### config.mk
export PLATFORM = sky130hd
export DESIGN_NAME = part_status_unit
export DESIGN_NICKNAME = d
export VERILOG_FILES = /design/src/rtl/pstat_pkg.sv /design/src/rtl/pstat_bank.sv /design/src/rtl/pstat_device.sv /design/src/rtl/pstat_readport.sv /design/src/rtl/part_status_unit.sv
export SDC_FILE = /design/constraint.sdc
export NUM_CORES = 1
export LEC_CHECK = 0
export CAP_MARGIN = 20
export CORE_MARGIN = 2
export CORE_UTILIZATION = 38
export DETAILED_ROUTE_END_ITERATION = 16
export GPL_TIMING_DRIVEN = 0
export PLACE_DENSITY = 0.73
export SLEW_MARGIN = 20
export SYNTH_ARGS = -nofsm -noshare
export SYNTH_HDL_FRONTEND = slang
export SYNTH_HIERARCHICAL = 1
export SYNTH_SLANG_ARGS = --single-unit
### constraint.sdc
create_clock -name clk -period 2.8 [get_ports clk]
set_input_delay 0.7 -clock clk [delete_from_list [all_inputs] [get_ports clk]]
set_output_delay 0.7 -clock clk [all_outputs]
set_load 0.05 [all_outputs]
### src/rtl/pstat_pkg.sv
`timescale 1ns/1ps
package pstat_pkg;

  // Per-partition flags, packed so that bit 5 of the struct is status bit 6
  typedef struct packed {
    logic ers_susp;   // status bit 6
    logic ers_err;    // status bit 5
    logic pgm_err;    // status bit 4
    logic vpp_low;    // status bit 3
    logic pgm_susp;   // status bit 2
    logic lock_abort; // status bit 1
  } pflags_t;

  // Qualified events as seen by one partition
  typedef struct packed {
    logic susp_ers;
    logic susp_pgm;
    logic resume;
    logic pgm_fail;
    logic ers_fail;
    logic seq_err;
    logic lock_q;
    logic vpp_q;
    logic clr;
  } pev_t;

  function automatic pflags_t flag_update(input pflags_t cur, input pev_t e);
    pflags_t n;
    n = cur;
    if (e.clr) begin
      n.ers_err    = 1'b0;
      n.pgm_err    = 1'b0;
      n.vpp_low    = 1'b0;
      n.lock_abort = 1'b0;
    end
    if (e.resume)   begin n.ers_susp = 1'b0; n.pgm_susp = 1'b0; end
    if (e.susp_ers) n.ers_susp   = 1'b1;
    if (e.susp_pgm) n.pgm_susp   = 1'b1;
    if (e.ers_fail | e.seq_err) n.ers_err = 1'b1;
    if (e.pgm_fail | e.seq_err) n.pgm_err = 1'b1;
    if (e.vpp_q)    n.vpp_low    = 1'b1;
    if (e.lock_q)   n.lock_abort = 1'b1;
    return n;
  endfunction

  function automatic logic ready_update(input logic cur, input logic start,
                                        input logic to_ready, input logic resume);
    if (start)         return 1'b0;
    else if (to_ready) return 1'b1;
    else if (resume)   return 1'b0;
    return cur;
  endfunction

  function automatic logic [7:0] compose_status(input logic ready, input pflags_t f,
                                                input logic reads_other);
    return {ready, f, (~ready) & reads_other};
  endfunction

endpackage

### src/rtl/pstat_bank.sv
`timescale 1ns/1ps
module pstat_bank
  import pstat_pkg::*;
#(
  parameter int NPART  = 4,
  parameter int PIDX_W = 2
)(
  input  logic              clk,
  input  logic              rst_n,
  input  logic [PIDX_W-1:0] ev_part,
  input  pev_t              ev,
  output pflags_t           flags_o [NPART]
);

  for (genvar i = 0; i < NPART; i++) begin : g_part
    logic    hit;
    pflags_t flags_q;
    assign hit = (ev_part == PIDX_W'(i));
    always_ff @(posedge clk) begin
      if (!rst_n)   flags_q <= '0;
      else if (hit) flags_q <= flag_update(flags_q, ev);
    end
    assign flags_o[i] = flags_q;
  end

endmodule

### src/rtl/pstat_device.sv
`timescale 1ns/1ps
module pstat_device
  import pstat_pkg::*;
#(
  parameter int PIDX_W = 2
)(
  input  logic              clk,
  input  logic              rst_n,
  input  logic [PIDX_W-1:0] ev_part,
  input  logic              start,
  input  logic              to_ready,
  input  logic              resume,
  output logic              ready_o,
  output logic [PIDX_W-1:0] owner_o
);

  always_ff @(posedge clk) begin
    if (!rst_n) begin
      ready_o <= 1'b1;
      owner_o <= '0;
    end else begin
      ready_o <= ready_update(ready_o, start, to_ready, resume);
      if (start) owner_o <= ev_part;
    end
  end

endmodule

### src/rtl/pstat_readport.sv
`timescale 1ns/1ps
module pstat_readport #(
  parameter int DBUS_W = 16
)(
  input  logic              clk,
  input  logic              rst_n,
  input  logic              oe_n,
  input  logic              ce_n,
  input  logic [7:0]        status,
  output logic              cap_evt,
  output logic [DBUS_W-1:0] rd_data
);

  logic oe_d, ce_d;

  assign cap_evt = (oe_d & ~oe_n) | (ce_d & ~ce_n);

  always_ff @(posedge clk) begin
    if (!rst_n) begin
      oe_d    <= 1'b1;
      ce_d    <= 1'b1;
      rd_data <= '0;
    end else begin
      oe_d <= oe_n;
      ce_d <= ce_n;
      if (cap_evt) rd_data <= {{(DBUS_W-8){1'b0}}, status};
    end
  end

endmodule

### src/rtl/part_status_unit.sv
`timescale 1ns/1ps
module part_status_unit
  import pstat_pkg::*;
#(
  parameter  int NPART  = 4,
  localparam int PIDX_W = (NPART > 1) ? $clog2(NPART) : 1
)(
  input  logic              clk,
  input  logic              rst_n,
  input  logic [PIDX_W-1:0] ev_part,
  input  logic              ev_start,
  input  logic              ev_done,
  input  logic              ev_pgm_fail,
  input  logic              ev_ers_fail,
  input  logic              ev_susp_ers,
  input  logic              ev_susp_pgm,
  input  logic              ev_resume,
  input  logic              ev_lock_viol,
  input  logic              ev_low_vpp,
  input  logic              ev_seq_err,
  input  logic              clr_status,
  input  logic              wr_prot_n,
  input  logic [PIDX_W-1:0] rd_part,
  input  logic              oe_n,
  input  logic              ce_n,
  output logic [15:0]       rd_data
);

  pev_t              ev;
  pflags_t           flags [NPART];
  pflags_t           sel_flags;
  logic              dev_ready;
  logic [PIDX_W-1:0] owner;
  logic              to_ready;
  logic              cap_evt;
  logic [7:0]        status_now;

  assign ev.susp_ers = ev_susp_ers;
  assign ev.susp_pgm = ev_susp_pgm;
  assign ev.resume   = ev_resume;
  assign ev.pgm_fail = ev_pgm_fail;
  assign ev.ers_fail = ev_ers_fail;
  assign ev.seq_err  = ev_seq_err;
  assign ev.lock_q   = ev_lock_viol & ~wr_prot_n;
  assign ev.vpp_q    = ev_low_vpp & ev_done;
  assign ev.clr      = clr_status;

  assign to_ready = ev_done | ev_susp_ers | ev_susp_pgm | ev_seq_err | ev.lock_q;

  pstat_bank #(.NPART(NPART), .PIDX_W(PIDX_W)) u_bank (
    .clk(clk), .rst_n(rst_n), .ev_part(ev_part), .ev(ev), .flags_o(flags)
  );

  pstat_device #(.PIDX_W(PIDX_W)) u_dev (
    .clk(clk), .rst_n(rst_n), .ev_part(ev_part), .start(ev_start),
    .to_ready(to_ready), .resume(ev_resume), .ready_o(dev_ready), .owner_o(owner)
  );

  always_comb begin
    sel_flags = '0;
    for (int k = 0; k < NPART; k++)
      if (rd_part == PIDX_W'(k)) sel_flags = flags[k];
  end

  assign status_now = compose_status(dev_ready, sel_flags, rd_part != owner);

  pstat_readport #(.DBUS_W(16)) u_rd (
    .clk(clk), .rst_n(rst_n), .oe_n(oe_n), .ce_n(ce_n),
    .status(status_now), .cap_evt(cap_evt), .rd_data(rd_data)
  );

endmodule

**Word level (Yosys, flattened, before mapping)**

Index checks and enable logic that the tools add are counted.

- Logic and storage cells: 103
- Bits in registers: 37

- Reduce and logical (&&, ||, !) cells: 32
- Bitwise logic cells: 16
- Multiplexer cells: 19
- Eq/ne operators: 7

Operator list:

| operator | number |
|---|---|
| AND reduction 2 bit | 24 |
| 2-to-1 mux 6 bit | 4 |
| 2-to-1 mux 1 bit | 14 |
| nonzero test 2 bit | 6 |
| == test 2 bit (second input constant) | 4 |
| OR 1 bit | 7 |
| bitwise AND 1 bit | 5 |
| == test 2 x 1 -> 1 bit (second input constant) | 2 |
| logical NOT 2 bit | 2 |
| inverter 1 bit | 4 |
| 2-to-1 mux 3 bit | 1 |
| != test 2 bit | 1 |

**Longest topological paths before layout**

Gate-level depths: netlist of run 1.

- Depth in word-level cells: 7
- Mapped depth: 5
- Depth with buffers taken out: 4

**Hierarchy**

Netlist of run 1, hierarchy kept.

By module, submodules not included:

| module | instances | area each (µm²) | cells each | seq. area each (µm²) |
|---|---|---|---|---|
| pstat_bank | 1 | 897.1 | 97 | 480.5 |
| pstat_readport | 1 | 461.7 | 52 | 200.2 |
| part_status_unit | 1 | 198.9 | 15 | 0.0 |
| pstat_device | 1 | 111.4 | 10 | 60.1 |

**Worst setup path before layout of run 1**

Ideal clock, no wire load.

- Path kind: input -> register
- Start point: in rd_part[0]
- End point: reg u_rd.rd_data[1]
- Stages on the path: 4
- Required time: 2,681 ps
- Path buffers: 1
- Arrival time: 1,416 ps
- Path slack: 1,265 ps
- Path through: buf_6 > mux4_2 > nand2_1 > mux2i_1

RTL lines:

| element | line | text |
|---|---|---|
| from (decl) | part_status_unit.sv:23 | `input logic [PIDX_W-1:0] rd_part,` |
| to (signal assigned) | pstat_readport.sv:26 | `if (cap_evt) rd_data <= {{(DBUS_W-8){1'b0}}, status};` |
| to (decl) | pstat_readport.sv:11 | `output logic [DBUS_W-1:0] rd_data` |

**Worst setup path after layout of run 1**

- Start point: reg u_rd.rd_data[2]
- End point: out rd_data[2]

RTL lines:

| element | line | text |
|---|---|---|
| to (decl) | part_status_unit.sv:26 | `output logic [15:0] rd_data` |

No word-level cell between the ends.

==> results of run 1 <==
stage by stage:
| stage | util (%) | instances | power [mW] | hold slack (ns) | setup WS [ns] |
|---|---|---|---|---|---|
| 6_report | 48.7 | 264 | 1.14 | 0.454 | 0.673 |
| 5_1_grt | 48.7 | 264 | 1.19 | 0.481 | 0.617 |
| 3_5_place_dp | 46.7 | 257 | 0.781 | 0.447 | 0.711 |
| 2_1_floorplan | - | 180 | 0.719 | 0.432 | 1.27 |
| 3_3_place_gp | 46.7 | 257 | 0.778 | 0.439 | 0.744 |
| 4_1_cts | 48.7 | 264 | 1.15 | 0.457 | 0.665 |
routing by layer:
metal  up-vias  wire length, um
li1        669                -
met1       586             1550
met2        49             1700
met3        11              229
met4         0              132
met5         -                0
registers in the layout, summed over array words and instances, names as in the netlist:
name,cells
u_rd/rd_data,8
u_bank/flags_o,24
u_rd/ce_d,1
u_dev/owner_o,2
u_rd/oe_d,1
u_dev/ready_o,1
worst paths after layout:
path / slack (ns) / start / endpoint / depth (start not counted)
setup / recovery: 0.67 / u_rd/rd_data[2] / rd_data[2] / 1
hold / removal: 0.45 / u_bank/flags_o[13] / u_bank/flags_o[13] / 2
setup reg to reg: 1.77 / u_bank/flags_o[3] / u_rd/rd_data[4] / 3
hold reg to reg: 0.45 / u_bank/flags_o[13] / u_bank/flags_o[13] / 2
final cells by class:
| type | count | area [um2] | area share, % |
|---|---|---|---|
| plain buffers | 19 | 140 | 6.69 |
| clock buffers | 7 | 86.3 | 4.12 |
| inverters | 4 | 15.0 | 0.717 |
| multi-input cells | 120 | 796 | 38.0 |
| flip-flops and latches | 37 | 741 | 35.4 |
| well taps | 52 | 65.1 | 3.11 |
| repair buffers | 25 | 250 | 12.0 |
power breakdown:
part	internal (mW)	total [mW]	switching, mW
Clock	0.195	0.370	0.175
Combinational	0.0884	0.201	0.112
Sequential	0.555	0.569	0.0141
==> summary.txt, run 1 <==
CP Cell Sequence: clkdlybuf4s50_1
Hold_buf cts: 0
Antenna violations before repair: 0
Vert. Die Dim: 70.2 um
Area growth, synth to finish: 25.7%
Commonest non-fill, non-tap cell in the layout: nand2_1
Total CTS buffers: 5
Final wirelength: 3610 um
Slew Viols, Final: 0
Fin area: 2090 um2
Power density cells: 544 nW/um2
Post-DP HPWL: 2690 um
VDD IR-drop max: 0.188 mV
Worst-path fanout max: 2
CP Class: flop to output port
Clk Latency, worst-skew pair: 0.29 ns
# clock sinks: 37
Share of cells above drive strength 1: 16.0%
Synth Instances: 173
DR vias/cell: 4.98
I/O pins: 36
Site row count: 24
Max clock buf depth: 2
Mapped Area: 1670 um2
Global routing usage on met2: 25.6%
CP arrival: 1.43 ns
H-tree depth: 2
Period minus WS final: 2.13 ns
RSZ-0062 raised after global routing: no
Fin crit share: 76.0%
Worst setup SP type: flop
Final ANT Viol Nets: 0
Final setup viols: 0
Max Fclk: 470 MHz
Layout Nets: 232
Worst Path Required: 2.10 ns
Initial Util: 38.8%
Worst hold path class: flop to flop
Mean Syn Cell Area: 9.63 um2
Setup tns final: 0 ns
Yosys warnings: 6
Overflow after GRT: 0
Largest net degree at the start of global routing: 11
Max Cap Violations: 0
GRT met1 Usage: 18.6%
Status: finished clean
Global-route wire length before repair: 6060 um
Met3 Use GR: 5.19%
I/O Buffers: 25
Drt wl/cell: 13.7 um
GRT Total Usage: 15.9%
Die width: 70.2 um
Crit end category: output port
Remaining DRCs: 0
Die area: 4930 um2
FILL cells: 412
Slowest stage delay, CP: 0.80 ns
Via count: 1315
DRT iter0 DRCs: 53
Cts repair resizes: 0
LEAKAGE: 0.829 nW
Most Crowded Layer GR: met2
Vias in the first global route: 1248
Root buffer selected by CTS: clkbuf_8
Number of diodes: 0
DR pass1 iterations: 4
Post-DP Area: 2010 um2
Core ar.: 4290 um2
Commonest non-fill, non-tap cells in the layout: 46 x nand2_1, 37 x dfxtp_1, 25 x clkdlybuf4s50_1
CP max-delay cell: clkdlybuf4s50_1
Crit path max-delay family: buffers and inverters
TritonCTS clock tree: yes
Placer Congestion: 0.777
Critical path buffer and inverter count: 1
Setup Fix Bufs, Post-CTS: 0
Hold Violations, Final: 0
Clock-pin slew on the worst setup and hold paths: 0.07 ns
Skew final: 0.00466 ns
Power figures use the tool's default switching activity.
==> run 2, diff against run 1 <==
==> constraint.sdc (replaced) <==
create_clock -name clk -period 2.2 [get_ports clk]
set_input_delay 0.55 -clock clk [delete_from_list [all_inputs] [get_ports clk]]
set_output_delay 0.55 -clock clk [all_outputs]
set_load 0.05 [all_outputs]
==> results of run 2 <==
The final DEF is identical to that of run 1. Status: finished clean.
Among the figures that moved: setup slack after placement 0.711 ns -> 0.261 ns; setup slack after layout 0.673 ns -> 0.223 ns; register-to-register setup slack 1.77 ns -> 1.17 ns; total power 1.14 mW -> 1.45 mW; worst IR drop on VDD 0.188 mV -> 0.240 mV
==> run 3, diff against run 2 <==
--- a/config.mk
+++ b/config.mk
@@ -10,7 +10,6 @@
 export CORE_UTILIZATION = 38
 export DETAILED_ROUTE_END_ITERATION = 16
 export GPL_TIMING_DRIVEN = 0
-export PLACE_DENSITY = 0.73
 export SLEW_MARGIN = 20
 export SYNTH_ARGS = -nofsm -noshare
 export SYNTH_HDL_FRONTEND = slang
==> run 3 against run 2 <==
Count of clock-buffer cells in the layout is 2 lower. Total power is 16% higher. Critical path depth unchanged. Wire length rose by 5.7%. Sequential power is essentially flat.
==> summary.txt, run 3 (synthesis results as in run 1) <==
Vert. Die Dim: 70.2 um
Commonest non-fill, non-tap cells in the layout: 46 x nand2_1, 37 x dfxtp_1, 25 x clkdlybuf4s50_1
Die area: 4930 um2
R2R Path End: u_rd/rd_data[2]
Post-DP HPWL: 2860 um
Max Cap Violations: 0
I/O pins: 36
Hold path depth: 2
VDD IR-drop max: 0.247 mV
Largest net degree at the start of global routing: 13
Worst Hold End: u_rd/rd_data[1]
R2r startpoint: u_bank/flags_o[1]
Slew Viols, Final: 0
Site row count: 24
TritonCTS clock tree: yes
Antenna violations before repair: 0
Core ar.: 4290 um2
Status: finished clean
Finished Layout Cells: 265
CP arrival: 1.43 ns
Inst Count DP: 257
# clock sinks: 37
Worst Path Required: 1.65 ns
RSZ-0062 raised after global routing: no
DR vias/cell: 5.14
Tightest Pin Transition: 0.500 ns
Power density cells: 783 nW/um2
Period minus WS final: 1.98 ns
CP Cell Sequence: clkdlybuf4s50_1
Cts repair resizes: 0
Worst r2r path cells: 3
Setup WS post-layout: 0.215 ns
Clock-pin slew on the worst setup and hold paths: 0.08 ns
CP Class: flop to output port
Worst setup SP type: flop
Placer Congestion: 0.831
Share of cells above drive strength 1: 16.9%
Max clock buf depth: 2
Max Fclk: 504 MHz
Worst-path fanout max: 2
Fin util: 49.9%
I/O Buffers: 25
Fin crit share: 90.2%
Overflow after GRT: 0
Final setup viols: 0
Critical path buffer and inverter count: 1
Hold Crit Start: u_rd/rd_data[1]
Global-route wire length before repair: 6350 um
H-tree depth: 2
Crit end category: output port
Commonest non-fill, non-tap cell in the layout: nand2_1
Hold_buf cts: 0
GRT Total Usage: 16.4%
Final wirelength: 3820 um
Root buffer selected by CTS: clkbuf_8
Skew final: 0.00823 ns
Via count: 1363
Area growth, synth to finish: 28.5%
Total CTS buffers: 5
DR pass1 iterations: 4
CP max-delay cell: clkdlybuf4s50_1
Clk Latency, worst-skew pair: 0.29 ns
Initial Util: 38.8%
R2R Setup Slk: 1.16 ns
Slowest stage delay, CP: 0.80 ns
Setup WS pre-CTS: 0.267 ns
Worst hold path class: flop to flop
Drt wl/cell: 14.4 um
LEAKAGE: 0.853 nW
Hold Violations, Final: 0
DRT iter0 DRCs: 72
Setup Fix Bufs, Post-CTS: 0
Vias in the first global route: 1326
Remaining DRCs: 0
Final ANT Viol Nets: 0
Crit path max-delay family: buffers and inverters
Die width: 70.2 um
Number of diodes: 0
Slew Limit Headroom: 66.6%
Max FFs per register: 24
Layout Nets: 232
Setup tns final: 0 ns
==> run 3: cell count changes in the layout (fill, tap and decap cells not counted), sizes merged <==
cell,delta
clkbuf,-2
bufinv,+2
clkinv,+1
==> run 3: worst max path at each step <==
stage	cells past startpoint	startpoint	slack, ns	endpoint
after global placement	5	rst_n	0.29	u_bank/flags_o[3]
final	1	u_rd/rd_data[2]	0.22	rd_data[2]
after detailed placement	5	rst_n	0.27	u_bank/flags_o[3]
after floorplan	4	rd_part[0]	0.82	u_rd/rd_data[1]
after CTS	1	u_rd/rd_data[2]	0.19	rd_data[2]
after global routing	1	u_rd/rd_data[1]	0.16	rd_data[1]
==> run 3: cell type report <==
type                       instances  area (um2)
tap                               52        65.1
buffer                            19         140
clock inverter                     3        65.1
multi-input combinational        120         796
inverter                           4        15.0
fill                             427        2150
sequential                        37         741
timing repair buffer              25         250
clock buffer                       5        68.8
==> run 3: power breakdown <==
| part | internal (mW) | leakage [nW] | switching [mW] |
|---|---|---|---|
| combinational | 0.113 | 0.481 | 0.145 |
| sequential | 0.706 | 0.303 | 0.0183 |
| clock | 0.450 | 0.0681 | 0.245 |
==> run 3: stage by stage <==
step	hold slack (ns)	instance area (um2)	power [mW]
floorplan	0.432	1690	0.915
global placement	0.440	2010	0.991
detailed placement	0.448	2010	0.996
CTS	0.459	2140	1.69
global route	0.476	2140	1.74
finish	0.458	2140	1.68
==> run 3: metal layers <==
layer / vias up / track usage [%] / wire length [um]
met1: 632 / 20.3 / 1660
met2: 56 / 28.3 / 1900
met5: - / 0 / 0
met4: 0 / 4.49 / 27
li1: 670 / - / -
met3: 5 / 4.47 / 225
